`src/rtl/mbx_pkg.sv`:
```
package mbx_pkg;

  // Slot operation decoded from the write and take strobes of a cycle
  typedef enum logic [1:0] {
    SLOT_HOLD  = 2'd0,
    SLOT_FILL  = 2'd1,
    SLOT_DRAIN = 2'd2,
    SLOT_SWAP  = 2'd3
  } slot_op_e;

  function automatic slot_op_e decode_op(input logic wr, input logic take);
    slot_op_e op;
    unique case ({wr, take})
      2'b10:   op = SLOT_FILL;
      2'b01:   op = SLOT_DRAIN;
      2'b11:   op = SLOT_SWAP;
      default: op = SLOT_HOLD;
    endcase
    return op;
  endfunction

endpackage

```
`src/rtl/mbx_slot.sv`:
```
module mbx_slot
  import mbx_pkg::*;
#(
  parameter int DATA_W = 16
) (
  input  logic              clk,
  input  logic              rst_n,
  input  slot_op_e          op,
  input  logic [DATA_W-1:0] din,
  output logic              full,
  output logic [DATA_W-1:0] dout
);

  always_ff @(posedge clk or negedge rst_n) begin
    if (!rst_n) begin
      full <= 1'b0;
      dout <= '0;
    end else begin
      unique case (op)
        SLOT_FILL, SLOT_SWAP: begin
          full <= 1'b1;
          dout <= din;
        end
        SLOT_DRAIN: full <= 1'b0;
        default:    full <= full;
      endcase
    end
  end

endmodule

```
`src/rtl/mbx_loss_tracker.sv`:
```
module mbx_loss_tracker #(
  parameter int CNT_W = 8
) (
  input  logic             clk,
  input  logic             rst_n,
  input  logic             lost,
  output logic             seen,
  output logic [CNT_W-1:0] count
);

  localparam logic [CNT_W-1:0] CNT_MAX = {CNT_W{1'b1}};

  always_ff @(posedge clk or negedge rst_n) begin
    if (!rst_n) begin
      seen  <= 1'b0;
      count <= '0;
    end else if (lost) begin
      seen <= 1'b1;
      if (count != CNT_MAX) count <= count + 1'b1;
    end
  end

endmodule

```
`src/rtl/sig_mailbox.sv`:
```
module sig_mailbox
  import mbx_pkg::*;
#(
  parameter int DATA_W = 16,
  parameter int CNT_W  = 8
) (
  input  logic              clk,
  input  logic              rst_n,
  input  logic              wr_valid,
  input  logic [DATA_W-1:0] wr_data,
  output logic              wr_ready,
  input  logic              rd_ready,
  output logic              rd_valid,
  output logic [DATA_W-1:0] rd_data,
  output logic              overwrite_seen,
  output logic [CNT_W-1:0]  lost_count
);

  logic     full;
  logic     take;
  logic     lost;
  slot_op_e op;

  // The producer is never back-pressured
  assign wr_ready = 1'b1;
  assign take     = rd_ready & full;
  assign op       = decode_op(wr_valid, take);
  // A pending event is lost when a write lands and the consumer does not take it
  assign lost     = wr_valid & full & ~take;

  mbx_slot #(.DATA_W(DATA_W)) u_slot (
    .clk  (clk),
    .rst_n(rst_n),
    .op   (op),
    .din  (wr_data),
    .full (full),
    .dout (rd_data)
  );

  mbx_loss_tracker #(.CNT_W(CNT_W)) u_loss (
    .clk  (clk),
    .rst_n(rst_n),
    .lost (lost),
    .seen (overwrite_seen),
    .count(lost_count)
  );

  assign rd_valid = full;

endmodule

```
`config.mk`:
```
export PLATFORM = sky130hd
export DESIGN_NAME = sig_mailbox
export DESIGN_NICKNAME = d
export VERILOG_FILES = /design/src/rtl/mbx_pkg.sv /design/src/rtl/mbx_slot.sv /design/src/rtl/mbx_loss_tracker.sv /design/src/rtl/sig_mailbox.sv
export SDC_FILE = /design/constraint.sdc
export NUM_CORES = 1
export LEC_CHECK = 0
export BUFFER_PORTS_ARGS = -buffer_cell sky130_fd_sc_hd__buf_2
export CORE_ASPECT_RATIO = 1.5
export CORE_MARGIN = 4
export CORE_UTILIZATION = 49
export CTS_BUF_LIST = sky130_fd_sc_hd__clkbuf_8
export CTS_CLUSTER_DIAMETER = 80
export CTS_CLUSTER_SIZE = 24
export DETAILED_ROUTE_END_ITERATION = 6
export PLACE_DENSITY = 0.87
export SYNTH_ARGS = -nofsm -noshare
export SYNTH_HDL_FRONTEND = slang
export SYNTH_SLANG_ARGS = --single-unit
```
`constraint.sdc`:
```
create_clock -name clk -period 1.9 [get_ports clk]
set_input_delay 0.38 -clock clk [delete_from_list [all_inputs] [get_ports clk]]
set_output_delay 0.38 -clock clk [all_outputs]
set_load 0.005 [all_outputs]
```
==> summary.md, run 1 <==
| Metric | Value |
|---|---|
| Share of cells above drive strength 1 | 0.602 |
| Tot GR Track Use | 0.155 |
| Last element of the critical path | u_loss.count[5] |
| Residual antenna-violating net count after detailed routing | 0 |
| Global placer's final weighted congestion | ~0.87 |
| Maximum fanout encountered on the critical timing path | 4 |
| Hold-fix buffers, CTS | 0 |
| Max capacitance violation total | 0 |
| Total congestion overflow | 0 |
| Reg-to-reg critical path endpoint | u_loss.count[5] |
| Share of total power in the clock network | 0.238 |
| Outcome | complete, no violations |
| Final critical-path share of the clock period | 0.804 |
| Clock transition at the registers of the reported paths | about 0.09 ns |
| Final Hold Fails | 0 |
| Via count of the first global-routing pass | between 800 and 900 |
| Cell types occupying the most area after synthesis | sky130_fd_sc_hd__dfrtp_1 55%, sky130_fd_sc_hd__mux2_2 16%, sky130_fd_sc_hd__nand3_2 2.6%, sky130_fd_sc_hd__mux2_4 2.6%, sky130_fd_sc_hd__nor4_4 1.8% |
| Share of the synthesized area in the top cell type | 0.553 |
| Setup-failing EPs final | 0 |
| Worst slew margin relative to its limit | 0.615 |
| Post-CTS Setup Bufs | 0 |
| Synth warnings | 0 |
| X dimension of the die | approximately 48 µm |
| Maximum achievable frequency | approximately 650 MHz |
| Synthesized net count | roughly 100 |
| Required time of the critical path | ~2.0 ns |
| Boundary pin count | 47 |
| Clock tree from TritonCTS | yes |
| Count of clock tree sinks | 26 |
| Worst Reg2Reg Path Length in Cells | 4 |
| 1st-iter DRT viols | 8 |
| First-pass GRT wire length | 3550 µm |
| Largest area contributor in the netlist | sky130_fd_sc_hd__dfrtp_1 |
| Launching instance or port of the critical path | u_loss.count[0] |
| Maximum number of pins on one net before global-route repair | 27 |
| Leakage power figure | 0.713 nW |
| Routed wirelength normalized by instance count | roughly 15 µm |
| Non-Filler Instances | 151 |
| Die footprint | about 0.0033 mm² |
| Number of enable flip-flop cells after synthesis | 0 |
| Fin crit period | approximately 1.5 ns |
| Critical path start-end classification | register to register |
| Syn Area/Cell | approximately 15 µm² |
| DRC | 0 |
| Pre-antenna DRT Iters | 3 |
| R2R Path Start | u_loss.count[0] |
| Worst hold path class | primary input to async pin |
| Initial Utilization | 0.521 |
| Register-to-register path setup slack | roughly 0.37 ns |
| Post-synth cell types | 33 |
| Antenna violations before repair | 0 |
| Antenna Diode Count | 0 |
| Portion of total power attributed to combinational logic | 0.251 |
| Count of instances resized after the clock tree is built | 0 |
| Cts bufs inserted | 3 |
| Proportion of register bits with asynchronous set or reset after synthesis | 1.00 |
| Post-synthesis instance area | roughly 0.0012 mm² |
| Sequential group share of total power | 0.510 |
| Slew at the pin closest to its max-slew limit | ~0.58 ns |
| Most common flop cell mapped by yosys | sky130_fd_sc_hd__dfrtp_1 |
| Half-perimeter wire length of the detailed placement result | 1780 µm |
| Row cnt | 21 |
| Setup repair after global routing missed its margin | no |
| Cell at the root of the clock tree | sky130_fd_sc_hd__clkbuf_8 |
| Internal power | between 0.001 and 0.0015 W |
| Worst path arrival time | between 1.5 and 2 ns |
| Worst ir drop on vdd | around 0.65 mV |
| Power dissipated by switching net loads | between 0.0004 and 0.0005 W |
| Number of H-tree branching levels | 1 |
| Sort of element at the start of the critical path | register |
| Routed via count divided by cell count | around 5.2 |
| Max Root-Sink Buffers | 2 |
| Number of flip-flops and latches in the synthesized netlist | 26 |
| Syn-to-layout area delta | 24.9% |
| Setup Skew | around 0.0073 ns |
| Final-stage net count | 150 |
| Pwr/cell area | approximately 1000 mW/mm² |
| Total number of vias | a little under 800 |
| Number of I/O port buffers | 45 |
| Clock latency on the worst-skew pair | approximately 0.27 ns |
| Floorplan Core Area | roughly 0.0023 mm² |
| Category of the worst setup path capture point | register |
| WL final | between 2000 and 2500 µm |
| Number of slew-limit violations in the final report | 0 |
| TNS Setup | 0 ns |
| Switching power as a share of total power | 0.299 |
| Number of cells produced by synthesis | between 80 and 90 |
| Die Height | approximately 70 µm |
| Cell total after placement | between 100 and 150 |
| Worst hold slack | 0.0990 ns |
| Part of the Yosys area used for sequential elements | 0.553 |
==> final cells by class <==
type                            count  area (µm²)
Multi-Input combinational cell     51         499
Tap cell                           23        28.8
Timing Repair Buffer               46         233
Sequential cell                    26         651
Fill cell                         184         790
Clock buffer                        4        55.1
Inverter                            1        3.75
==> through the flow <==
| stage | total power, W | utilization | instance area [µm²] | setup WS, ns |
|---|---|---|---|---|
| 3_5_place_dp | 0.00113 | 0.626 | 1420 | 0.385 |
| 3_3_place_gp | 0.00111 | 0.626 | 1420 | 0.410 |
| 6_report | 0.00147 | 0.651 | 1470 | 0.373 |
| 5_1_grt | 0.00155 | 0.651 | 1470 | 0.170 |
| 4_1_cts | 0.00148 | 0.651 | 1470 | 0.359 |
| 2_1_floorplan | 0.000967 | - | 1180 | 0.463 |
==> registers in the layout, summed over array words and instances (netlist names) <==
signal and cells:
u_slot.full 1, u_loss.count 8, u_loss.seen 1, u_slot.dout 16
==> power groups by stage <==
| stage | logic, W | clock network (W) | registers, W |
|---|---|---|---|
| global placement | 0.000363 | 0 | 0.000749 |
| detailed placement | 0.000376 | 0 | 0.000759 |
| finish | 0.000368 | 0.000349 | 0.000748 |
| floorplan | 0.000212 | 0 | 0.000756 |
| global route | 0.000410 | 0.000381 | 0.000762 |
| CTS | 0.000377 | 0.000357 | 0.000749 |
==> how the worst min path moves through the flow <==
| stage | startpoint | depth (start not counted) | slack (ns) | endpoint |
|---|---|---|---|---|
| 3_5_place_dp | rst_n | 1 | 0.42 | u_slot.full |
| 6_report | rst_n | 1 | 0.1 | u_slot.full |
| 2_1_floorplan | rst_n | 0 | 0.08 | u_loss.count[0] |
| 3_3_place_gp | rst_n | 1 | 0.40 | u_slot.full |
| 4_1_cts | rst_n | 1 | 0.12 | u_slot.full |
| 5_1_grt | rst_n | 1 | 0.14 | u_slot.full |
==> routing by layer <==
metal	share of wire	track usage	wire length [µm]
met5	0	0	0
met4	0.015	0.0842	34
met3	0.048	0.0237	108
met2	0.53	0.267	1210
met1	0.41	0.173	921
==> synth_stat cells, drive strengths merged (2+ instances only) <==
cell type and instances:
dfrtp 26, buf 3, mux2 20, nand2b 2, nand2 5, nand3 4
==> cell usage in the layout (no fill, tap or decap), types with 2 or more instances in the layout <==
cell,instances
sky130_fd_sc_hd__buf_2,45
sky130_fd_sc_hd__clkbuf_8,4
sky130_fd_sc_hd__dfrtp_1,26
sky130_fd_sc_hd__mux2_2,17
sky130_fd_sc_hd__mux2_4,2
sky130_fd_sc_hd__nand2_1,4
sky130_fd_sc_hd__nand2b_1,2
sky130_fd_sc_hd__nand3_2,3
==> worst max-delay path, stage by stage, from the launching register on <==
cell                        delay [ns]
sky130_fd_sc_hd__dfrtp_1          0.44
sky130_fd_sc_hd__ha_1             0.26
sky130_fd_sc_hd__and2_1           0.18
sky130_fd_sc_hd__a2111oi_0        0.39
sky130_fd_sc_hd__mux2i_1          0.12
==> cells by family (layout without fill, tap and decap cells) <==
| logic type | count (synthesis) | after routing | share of synthesized area |
|---|---|---|---|
| AOI/OAI and AO/OA | 9 | 9 | 0.0680 |
| xor gates and xnor gates | 1 | 1 | 0.00744 |
| adders and majority gates | 1 | 1 | 0.0106 |
| buffers and inverters | 4 | 51 | 0.0234 |
| DFF | 26 | 26 | 0.553 |
| muxes | 21 | 21 | 0.206 |
| other | 1 | 1 | 0.00319 |
| and+or+nand+nor | 18 | 18 | 0.129 |
(Power assumes the default switching activity.)
==> inputs of run 2 (changes only) <==
Clock period 1.9 ns to 1.5 ns, I/O delays scaled along.
==> run 2 against run 1 <==
Compared with the run above: final area is 1.4% higher; clock power up 26%; via count rose by 4.4%; die area is the same; cell count increased by 1.3%; highest routed layer unchanged; power up 30%; critical endpoint unchanged; first-iteration DRC count increased by 110%; maximum frequency up 7.5%; setup slack got worse by 0.29 ns; critical path type unchanged.
==> summary.md, run 2 (same netlist as run 1, synthesis figures left out) <==
| Metric | Value |
|---|---|
| Outcome | complete, no violations |
| Slew at the pin closest to its max-slew limit | 0.561 ns (-0.0169 ns) |
| Crit-path leading delay family | flip-flops |
| Share of total power in the clock network | 0.231 (-0.007) |
| Most frequent standard cell in the layout excluding fill and tap cells | sky130_fd_sc_hd__buf_2 |
| Design Area, Final | 0.00149 mm² (+1.4%) |
| Total number of vias | 827 (+4.4%) |
| Register bank with the most flops | u_slot.dout |
| Cts bufs inserted | 3 (unchanged) |
| Antenna violations before repair | 0 (unchanged) |
| Final core utilization | 0.660 (+0.00941) |
| Floorplan Core Area | 0.00226 mm² (unchanged) |
| Sequential cell area | 651 µm² (unchanged) |
| Number of I/O port buffers | 45 (unchanged) |
| Row cnt | 21 (unchanged) |
| Setup-failing EPs final | 0 (unchanged) |
| Global placer's final weighted congestion | 0.830 (-4.5%) |
| Clock latency on the worst-skew pair | 0.26 ns (about the same) |
| Most frequent cells in the layout | 45 x sky130_fd_sc_hd__buf_2, 26 x sky130_fd_sc_hd__dfrtp_1, 17 x sky130_fd_sc_hd__mux2_2 |
| Pwr/cell area | 1270 mW/mm² (+28%) |
| Cell at the root of the clock tree | sky130_fd_sc_hd__clkbuf_8 |
| Final Hold Fails | 0 (unchanged) |
| Worst ir drop on vdd | 0.832 mV (+29%) |
| Required time of the critical path | 1.64 ns (-0.39 ns) |
| Leakage power figure | 0.722 nW (+1.4%) |
| Syn-to-layout area delta | 26.7% |
| Maximum number of pins on one net before global-route repair | 27 (unchanged) |
| Multi-input combinational cell area | 505 µm² (+1.3%) |
| Routed wirelength normalized by instance count | 14.7 µm (-2.1%) |
| Half-perimeter wire length of the detailed placement result | 1790 µm (+0.69%) |
| Max capacitance violation total | 0 (unchanged) |
| Worst path arrival time | 1.56 ns (-0.10 ns) |
| Cell total after placement | 149 (+1.4%) |
| Sum of buffers and inverters on the critical path | 0 (unchanged) |
| Maximum fanout encountered on the critical timing path | 4 (unchanged) |
| X dimension of the die | 48.0 µm (unchanged) |
| Boundary pin count | 47 (unchanged) |
| TNS Setup | 0 ns (unchanged) |
| Setup repair after global routing missed its margin | no |
| Worst hold slack | 0.0149 ns (-0.0840 ns) |
| Die Height | 68.0 µm (unchanged) |
| Worst hold path class | primary input to async pin |
| Hold-fix buffers, CTS | 0 (unchanged) |
| Total congestion overflow | 0 (unchanged) |
| Initial Utilization | 0.521 (unchanged) |
| Registers with the most flip-flops | u_slot.dout: 16 flops, u_loss.count: 8 flops |
| Sort of element at the start of the critical path | register |
| Share of cells above drive strength 1 | 0.615 (+0.0138) |
| Critical path start-end classification | register to register |
| Cell-by-cell trace of the critical path | ha_1 > and2_1 > a2111oi_2 > mux2i_1 |
| Launching instance or port of the critical path | u_loss.count[0] |
| DRC | 0 (unchanged) |
| WL final | 2250 µm (-0.84%) |
| Count of instances resized after the clock tree is built | 2 (+2) |
| R2R Path Start | u_loss.count[0] |
| Routed via count divided by cell count | 5.41 (+3.1%) |
| 1st-iter DRT viols | 17 (+9) |
| CP max stage delay | 0.39 ns (-0.05 ns) |
| Clock tree from TritonCTS | yes |
| Antenna Diode Count | 0 (unchanged) |
| Via count of the first global-routing pass | 835 (+0.60%) |
| Max Root-Sink Buffers | 2 (unchanged) |
| First-pass GRT wire length | 3610 µm (+1.7%) |
| Worst slew margin relative to its limit | 0.626 (+0.0113) |
| Final critical-path share of the clock period | 0.947 (+0.144) |
| Internal power | 0.00133 W (+30%) |
| Number of H-tree branching levels | 1 (unchanged) |
| Non-Filler Instances | 153 (+1.3%) |
| Die footprint | 0.00327 mm² (unchanged) |
| Maximum achievable frequency | 704 MHz (+7.5%) |
| Final-stage net count | 152 (+1.3%) |
| Post-CTS Setup Bufs | 0 (unchanged) |
| Category of the worst setup path capture point | register |
| Sequential group share of total power | 0.489 (-0.021) |
| Max reg flops | 16 (unchanged) |
| Fin crit period | 1.42 ns (-0.106 ns) |
| Residual antenna-violating net count after detailed routing | 0 (unchanged) |
| Number of slew-limit violations in the final report | 0 (unchanged) |
| Clock transition at the registers of the reported paths | 0.09 ns (about the same) |
| Count of clock tree sinks | 26 (unchanged) |
| Highest-delay cell along the critical path | sky130_fd_sc_hd__dfrtp_1 |
| Fill count | 175 (-4.9%) |
| Switching power as a share of total power | 0.298 (-0.00147) |
| Placed cell area | 0.00143 mm² (+1.1%) |
| Pre-antenna DRT Iters | 3 (unchanged) |
| Setup Skew | 0.00262 ns (-0.00463 ns) |
| Tot GR Track Use | 0.156 (+0.00148) |
| Power dissipated by switching net loads | 0.000565 W (+29%) |
| Portion of total power attributed to combinational logic | 0.281 (+0.030) |
-- run 2: cell count changes in the layout (fill, tap and decap cells not counted), sizes merged --
cell,previous run,this run
buf,46,48
-- run 2: final timing paths --
check,cells past startpoint,slack (ns),end
worst max-delay path,4,0.08,u_loss.count[5]
worst min-delay path,1,0.01,u_slot.dout[3]
worst max register to register,4,0.08,u_loss.count[5]
worst min register to register,1,0.47,u_loss.seen
max in group asynchronous,1,1.11,u_slot.dout[12]
min in group clk,2,0.26,u_slot.dout[4]
-- run 2: worst register-to-register path, stage by stage, from the launching register on --
cell and delay [ns]:
sky130_fd_sc_hd__dfrtp_1 0.39, sky130_fd_sc_hd__ha_1 0.24, sky130_fd_sc_hd__and2_1 0.19, sky130_fd_sc_hd__a2111oi_2 0.36, sky130_fd_sc_hd__mux2i_1 0.12
-- run 2: layout make-up --
| class | instances | share of cell area |
|---|---|---|
| Sequential cell | 26 | 0.436 |
| Multi-Input combinational cell | 51 | 0.339 |
| Timing Repair Buffer | 48 | 0.166 |
| Clock buffer | 4 | 0.0369 |
| Tap cell | 23 | 0.0193 |
| Inverter | 1 | 0.00252 |
-- run 2: metal layers --
layer	GRT usage	vias to the layer above	part of all wire
li1	-	384	-
met1	0.169	408	0.37
met2	0.278	29	0.54
met3	0.0289	6	0.059
met4	0.0707	0	0.022
met5	0	-	0
-- run 2: metrics by stage --
step	power (W)	setup WS [ns]
final	0.00190	0.0788
after global routing	0.00202	0.0118
after CTS	0.00193	0.0537
after detailed placement	0.00148	-0.0445
after global placement	0.00145	0.0856
after floorplan	0.00123	0.0626
-- run 2: power groups by stage --
stage / registers, W / clock network (W) / logic (W)
2_1_floorplan: 0.000957 / 0 / 0.000268
3_3_place_gp: 0.000931 / 0 / 0.000516
3_5_place_dp: 0.000946 / 0 / 0.000534
4_1_cts: 0.000931 / 0.000454 / 0.000542
5_1_grt: 0.000947 / 0.000493 / 0.000582
6_report: 0.000928 / 0.000438 / 0.000533
